$ cat config.mk
export PLATFORM = sky130hd
export DESIGN_NAME = func_unit
export DESIGN_NICKNAME = d
export VERILOG_FILES = /design/src/rtl/fu_pkg.sv /design/src/rtl/fu_arith.sv /design/src/rtl/fu_logic.sv /design/src/rtl/fu_shift.sv /design/src/rtl/func_unit.sv
export SDC_FILE = /design/constraint.sdc
export NUM_CORES = 1
export LEC_CHECK = 0
export BUFFER_PORTS_ARGS = -buffer_cell sky130_fd_sc_hd__buf_2
export CAP_MARGIN = 20
export CORE_ASPECT_RATIO = 1.5
export CORE_MARGIN = 10
export CORE_UTILIZATION = 60
export DETAILED_ROUTE_END_ITERATION = 10
export GPL_TIMING_DRIVEN = 0
export PLACE_DENSITY = 0.89
export SYNTH_ARGS = -nofsm -noshare
export SYNTH_HDL_FRONTEND = slang
export SYNTH_SLANG_ARGS = --single-unit
$ cat constraint.sdc
create_clock -name clk -period 5.2 [get_ports clk]
set_input_delay 1.04 -clock clk [delete_from_list [all_inputs] [get_ports clk]]
set_output_delay 1.04 -clock clk [all_outputs]
set_load 0.005 [all_outputs]
$ cat src/rtl/fu_pkg.sv
package fu_pkg;
  typedef enum logic [3:0] {
    FC_LSHIFT = 4'b1110,
    FC_RSHIFT = 4'b1101,
    FC_PASSB  = 4'b1100,
    FC_UNUSED = 4'b1111
  } fcode_e;

  typedef enum logic [1:0] {
    YS_ZERO = 2'b00,
    YS_B    = 2'b01,
    YS_NOTB = 2'b10,
    YS_ONES = 2'b11
  } ysel_e;

  typedef enum logic [1:0] {
    LG_AND = 2'b00,
    LG_OR  = 2'b01,
    LG_XOR = 2'b10,
    LG_NOT = 2'b11
  } lsel_e;
endpackage

$ cat src/rtl/fu_arith.sv
module fu_arith #(
  parameter int W = 8
) (
  input  logic [W-1:0] a,
  input  logic [W-1:0] b,
  input  logic [1:0]   ysel,
  input  logic         cin,
  output logic [W-1:0] sum,
  output logic         cout,
  output logic         ovf
);
  import fu_pkg::*;
  localparam int LW = W - 1;

  logic [W-1:0] y;
  logic [W:0]   full;
  logic [LW:0]  low;

  always_comb begin
    unique case (ysel_e'(ysel))
      YS_ZERO: y = '0;
      YS_B:    y = b;
      YS_NOTB: y = ~b;
      default: y = '1;
    endcase
  end

  assign full = {1'b0, a} + {1'b0, y} + {{W{1'b0}}, cin};
  assign low  = {1'b0, a[LW-1:0]} + {1'b0, y[LW-1:0]} + {{LW{1'b0}}, cin};
  assign sum  = full[W-1:0];
  assign cout = full[W];
  assign ovf  = full[W] ^ low[LW];
endmodule

$ cat src/rtl/fu_logic.sv
module fu_logic #(
  parameter int W = 8
) (
  input  logic [W-1:0] a,
  input  logic [W-1:0] b,
  input  logic [1:0]   lsel,
  output logic [W-1:0] res
);
  import fu_pkg::*;
  always_comb begin
    unique case (lsel_e'(lsel))
      LG_AND:  res = a & b;
      LG_OR:   res = a | b;
      LG_XOR:  res = a ^ b;
      default: res = ~a;
    endcase
  end
endmodule

$ cat src/rtl/fu_shift.sv
module fu_shift #(
  parameter int W = 8
) (
  input  logic [W-1:0] b,
  input  logic [3:0]   code,
  output logic [W-1:0] res
);
  import fu_pkg::*;
  always_comb begin
    unique case (fcode_e'(code))
      FC_PASSB:  res = b;
      FC_RSHIFT: res = {1'b0, b[W-1:1]};
      FC_LSHIFT: res = {b[W-2:0], 1'b0};
      default:   res = '0;
    endcase
  end
endmodule

$ cat src/rtl/func_unit.sv
module func_unit #(
  parameter int W = 8
) (
  input  logic         clk,
  input  logic         rst,
  input  logic [W-1:0] a_in,
  input  logic [W-1:0] b_in,
  input  logic [3:0]   fs_in,
  output logic [W-1:0] f_out,
  output logic         v_out,
  output logic         c_out,
  output logic         n_out,
  output logic         z_out
);
  localparam int MSB = W - 1;

  logic [W-1:0] ar_res, lg_res, sh_res, f_next;
  logic         ar_c, ar_v, is_arith, take_shift;

  fu_arith #(.W(W)) u_arith (
    .a(a_in), .b(b_in), .ysel(fs_in[2:1]), .cin(fs_in[0]),
    .sum(ar_res), .cout(ar_c), .ovf(ar_v)
  );

  fu_logic #(.W(W)) u_logic (
    .a(a_in), .b(b_in), .lsel(fs_in[1:0]), .res(lg_res)
  );

  fu_shift #(.W(W)) u_shift (
    .b(b_in), .code(fs_in), .res(sh_res)
  );

  assign is_arith   = ~fs_in[3];
  assign take_shift = fs_in[3] & fs_in[2];

  always_comb begin
    if (take_shift)    f_next = sh_res;
    else if (is_arith) f_next = ar_res;
    else               f_next = lg_res;
  end

  always_ff @(posedge clk) begin
    if (rst) begin
      f_out <= '0;
      v_out <= 1'b0;
      c_out <= 1'b0;
      n_out <= 1'b0;
      z_out <= 1'b1;
    end else begin
      f_out <= f_next;
      v_out <= is_arith & ar_v;
      c_out <= is_arith & ar_c;
      n_out <= f_next[MSB];
      z_out <= (f_next == '0);
    end
  end

  a_r7_flags_clear: assert property (@(posedge clk) disable iff (rst)
    fs_in[3] |=> (!c_out && !v_out));

  a_r8_zero_flag: assert property (@(posedge clk) disable iff (rst)
    z_out == (f_out == '0));

  a_r8_neg_flag: assert property (@(posedge clk) disable iff (rst)
    n_out == f_out[MSB]);

  a_r9_unused_zero: assert property (@(posedge clk) disable iff (rst)
    (fs_in == 4'b1111) |=> (f_out == '0));

  a_r6_left_fill: assert property (@(posedge clk) disable iff (rst)
    (fs_in == 4'b1110) |=> !f_out[0]);

  a_r6_right_fill: assert property (@(posedge clk) disable iff (rst)
    (fs_in == 4'b1101) |=> !f_out[MSB]);

  a_r2_pass_a: assert property (@(posedge clk) disable iff (rst)
    (fs_in == 4'b0000) |=> (f_out == $past(a_in) && !c_out && !v_out));
endmodule

---- After elaboration in Yosys (flattened, before gate mapping) ----
Cells that the tools add are included.
storage, ports and cells
  bits in registers ....................... 12
  bits in latches ......................... 0
  memory bits (writable) .................. 0
  memory bits (read-only) ................. 0
  output and inout bits ................... 12
  word-level logic and storage cells ...... 34
  memories ................................ 0
cells by class
  add/subtract/negate cells ............... 4
  multiply operators ...................... 0
  div/mod/pow operators ................... 0
  magnitude comparators ................... 0
  equal/unequal tests ..................... 7
  shift operators ......................... 0
  multiplexer cells ....................... 5
  bitwise logic cells ..................... 10
  reduce and logical (&&, ||, !) cells .... 3
operator list
  operator                                                         count
  8-bit case mux with 3 select lines                               3
  8-bit 2-to-1 mux                                                 2
  8-bit inverter                                                   2
  4-bit == test, second input constant                             3
  8-bit by 8-bit adder with 9-bit output                           1
  9-bit by 1-bit adder with 9-bit output                           1
  7-bit by 7-bit adder with 8-bit output                           1
  8-bit by 1-bit adder with 8-bit output                           1
  8-bit bitwise AND                                                1
  8-bit logical NOT                                                1
  8-bit OR                                                         1
  8-bit bitwise XOR                                                1
  2-bit by 1-bit == test with 1-bit output, second input constant  2
  2-bit == test, second input constant                             2
  2-bit logical NOT                                                2
  1-bit bitwise AND                                                3
  1-bit inverter                                                   1
  1-bit bitwise XOR                                                1

---- Longest topological paths before layout ----
  depth after elaboration ................. 7
  depth in mapped cells ................... 13

---- By module ----
From an unflattened synthesis, not the netlist that was laid out.
second synthesis, totals
  cell total of the unflattened synthesis .. 182
  area, all modules ....................... 1741.7 µm²
modules (own cells, without submodules)
  module     times used  cells an instance  area each (µm²)  seq. area each (µm²)
  fu_arith   1           57                 526.8            0.0
  func_unit  1           44                 513.0            220.2
  fu_logic   1           50                 493.0            0.0
  fu_shift   1           31                 209.0            0.0

---- Worst setup path after synthesis ----
Ideal clock, no wire load.
  kind .................................... input-to-reg
  from .................................... input port fs_in[1]
  to ...................................... register z_out
  setup time .............................. 0.087 ns
  arrival ................................. 3.465 ns
  path slack .............................. 1.648 ns
  stages on the path ...................... 13
  buffers on the path ..................... 3
  cell sequence ........................... buf_2 -> buf_4 -> buf_4 -> nand2_1 -> a21boi_0 -> fa_1 -> fa_1 -> nor2b_1 -> o31a_1 -> mux2i_1 -> o211a_1 -> nand3_1 -> o31ai_1
on the way
  longest elaborated chain between the ends .. 7
  elaborated cells on any way between the ends .. 17
RTL lines
  element                                 line             RTL
  start: declaration                      func_unit.sv:8   input logic [3:0] fs_in,
  2-bit == test (tied with other cells)   fu_arith.sv:20   unique case (ysel_e'(ysel))
  8-bit case mux with 3 select lines      fu_arith.sv:20
  8-bit by 8-bit adder with 9-bit output  fu_arith.sv:28   assign full = {1'b0, a} + {1'b0, y} + {{W{1'b0}}, cin};
  9-bit by 1-bit adder with 9-bit output  fu_arith.sv:28
  8-bit 2-to-1 mux                        func_unit.sv:38  else if (is_arith) f_next = ar_res;
  8-bit 2-to-1 mux *                      func_unit.sv:37  if (take_shift) f_next = sh_res;
  8-bit logical NOT *                     func_unit.sv:54  z_out <= (f_next == '0);
  end signal: assignment                  func_unit.sv:54
  end: declaration                        func_unit.sv:13  output logic z_out
Every way passes the cells marked *; elsewhere a longest branch is shown, timed or not.
A chain may end at the register's enable or synchronous reset.

---- Final worst setup path ----
Same ends and word-level chain as after synthesis.

==> results_dict.tcl <==
set metrics [dict create \
    final_layout_size_suffix_gt1_share_pct 21.76 \
    wl_per_cell_um 15.18 \
    area_delta_synth_final_pct 14.76 \
    firstDrtPassIters 4 \
    avgSynthCellArea_sq_um 7.983 \
    cts_sinks 11 \
    rows 23 \
    vias 1625 \
    dp_hpwl_um 3450 \
    max_cap_violations 0 \
    ys_top_cells_by_area "ha_1 18%, dfxtp_1 13%, mux2i_1 9.2%, inv_1 5.0%, nor2_1 4.1%" \
    grt_pass1_wl_um 7038 \
    crit_path_cell_trace "buf_2 > buf_4 > buf_4 > nand2_1 > a21boi_0 > fa_1 > fa_1 > nor2b_1 > o31a_1 > mux2i_1 > o211a_1 > nand3_1 > o31ai_1" \
    layout_min_cycle_time_ps 3761 \
    grt_max_degree 11 \
    outcome "completed" \
    setup_violations 0 \
    layout_common_cells "34 x buf_2, 23 x ha_1, 22 x inv_1" \
    drcViolationCount 0 \
    fin_ws_ps 1439 \
    core_sq_um 2648 \
    die_w_um 62.64 \
    portBuffers 30 \
    startpoint_type "input port" \
    critPathSlowestCell "fa_1" \
    drt.antenna.violating_nets 0 \
    grt_usage_pct 15.46 \
    crit_arrival_ps 3900 \
    synthCells 205 \
    synth_cell_type_count 48 \
    rsz0062_at_grt "no" \
    viasPerCell 5.888 \
    synth_seq_cells 11 \
    whs_path_depth 2 \
    hold_viol_final 0 \
    place_congestion 0.8290 \
    cts_buffers 3 \
    p_sw_share_pct 35.09 \
    crit_type "input port to flop" \
    p_sw_mw 0.1192 \
    seqPwrFrac_pct 27.9 \
    post_cts_resized 0 \
    max_stage_delay_ps 440 \
    cts_tree "done" \
    die_h_um 83.97 \
    drt_iter0_markers 48 \
    post_cts_buffers 0 \
    postCtsHoldBufs 0 \
    ys_seq_area_share_pct 13.46 \
    worstHoldPathType "input port to flop" \
    layout_commonest_cell "buf_2" \
    ys_warn_count 0 \
    crit_fanout 10 \
    grt_pass1_vias 1687 \
    drt-total-wl_um 4191 \
    synth_ff_type "dfxtp_1" \
    antenna_found_initial 0 \
    power.density_nw_per_um2 180.9 \
    final_nets 287 \
    synth_area_sq_um 1637 \
    diodes 0 \
    p_leak_nw 0.9595 \
    worstPathRequired_ps 5340 \
    p_comb_share_pct 48.2 \
    internal_power_mw 0.2205 \
    min_to "f_out[4]" \
    cts.clk_slew.worst_paths_ps 50 \
    fillers 234 \
    syn_nets 252 \
    ys_async_sr_fraction_pct 0 \
    grt.overflow.total 0 \
    yosysTopAreaCell "ha_1" \
    ir_drop_uv 111.2 \
    max_freq_mhz 265.9 \
    drv_slew 0 \
    worst_setup_path_end_kind "flop" \
    setup_tns_ps 0 \
    p_clk_share_pct 23.9 \
    yosysTopAreaCellShare_pct 17.58 \
    synth-edff-count 0 \
    clk_root_buffer_cell "clkbuf_8" \
    initial_core_util_pct 61.81 \
    clockBufferDepth 2 \
    hp-start "rst" \
    h-tree-depth 1 \
    slew_headroom_pct 73.22 \
    post-place-ws_ps 1239 \
    worst_pin_slew_ps 401.7 \
    dieArea_sq_um 5260 \
    fin_crit_sh_pct 72.33 \
    io_pins 34 \
]
## state kept, by name, indices dropped and copies added, names as in the netlist
name	flops
f_out	8
c_out	1
z_out	1
v_out	1
## synth_stat cells (2+ instances only)
master and count:
ha_1 23, inv_1 22, nor2_1 18, mux2i_1 15, nand2_1 15, dfxtp_1 11
o21ai_0 10, a21oi_1 8, buf_4 5, nor3_1 5, buf_2 4, nand3b_1 4
o211ai_1 4, a211oi_1 3, and2_1 3, mux4_2 3, nand2b_1 3, nor2b_1 3
o211a_1 3, o21a_1 3, a21boi_0 2, a21o_1 2, a32oi_1 2, clkbuf_1 2
fa_1 2, mux2_1 2, nand3_1 2, nor3b_1 2, o21ai_1 2, o31a_1 2
o31ai_1 2, or3_1 2
## metal layers
metal / GRT usage (%) / wire [um] / vias up / share of wire, %
met5: 0 / 0 / - / 0
met1: 15.21 / 1620 / 756 / 39
met4: 8.163 / 95 / 0 / 2.3
met2: 29.59 / 2256 / 58 / 54
li1: - / - / 799 / -
met3: 2.419 / 218 / 12 / 5.2
## critical path, delay by kind of cell
family	cells	cell delay [ps]
AOI/OAI and AO/OA	4	820
adders and majority gates	2	840
buffers and inverters	3	610
muxes	1	210
and+or+nand+nor	3	390
## power by group through the flow
stage	sequential, mW	combinational (mW)	clock, mW
2_1_floorplan	0.0978	0.112	0
3_3_place_gp	0.0958	0.154	0
3_5_place_dp	0.0962	0.162	0
4_1_cts	0.0948	0.162	0.0836
5_1_grt	0.0955	0.182	0.0875
6_report	0.0947	0.164	0.0811
## logic make-up after synthesis
| group | count (synthesis) | share of synthesized area [%] |
|---|---|---|
| muxes | 21 | 15.37 |
| and+or+nand+nor | 60 | 18.04 |
| adders and majority gates | 25 | 20.03 |
| AOI/OAI and AO/OA | 52 | 22.63 |
| buffers and inverters | 36 | 10.47 |
| DFF | 11 | 13.46 |
## through the flow
stage	hold WS, ps	utilization (%)	power, mW	cells	instance area, sq um
6_report	1058	70.94	0.3397	276	1878
2_1_floorplan	1112	-	0.2097	205	1637
4_1_cts	1046	70.94	0.3406	276	1878
3_3_place_gp	1290	69.23	0.2500	272	1833
3_5_place_dp	1293	69.23	0.2578	272	1833
5_1_grt	1068	70.94	0.3650	276	1878
## final cells by class
cell class,instances,area [sq um],area share (%)
well taps,37,46.29,2.465
plain buffers,12,76.32,4.064
clock buffers,4,45.04,2.398
repair buffers,30,150.1,7.995
inverters,24,95.09,5.063
flip-flops and latches,11,220.2,11.73
multi-input cells,158,1245,66.29
## how the worst max path moves through the flow
stage	cells past startpoint	slack [ps]	to	start
2_1_floorplan	13	1650	z_out	fs_in[1]
3_3_place_gp	13	1370	z_out	fs_in[1]
3_5_place_dp	13	1240	z_out	fs_in[1]
4_1_cts	13	1480	z_out	fs_in[1]
5_1_grt	13	1200	z_out	fs_in[1]
6_report	13	1440	z_out	fs_in[1]
(Power assumes the default switching activity.)
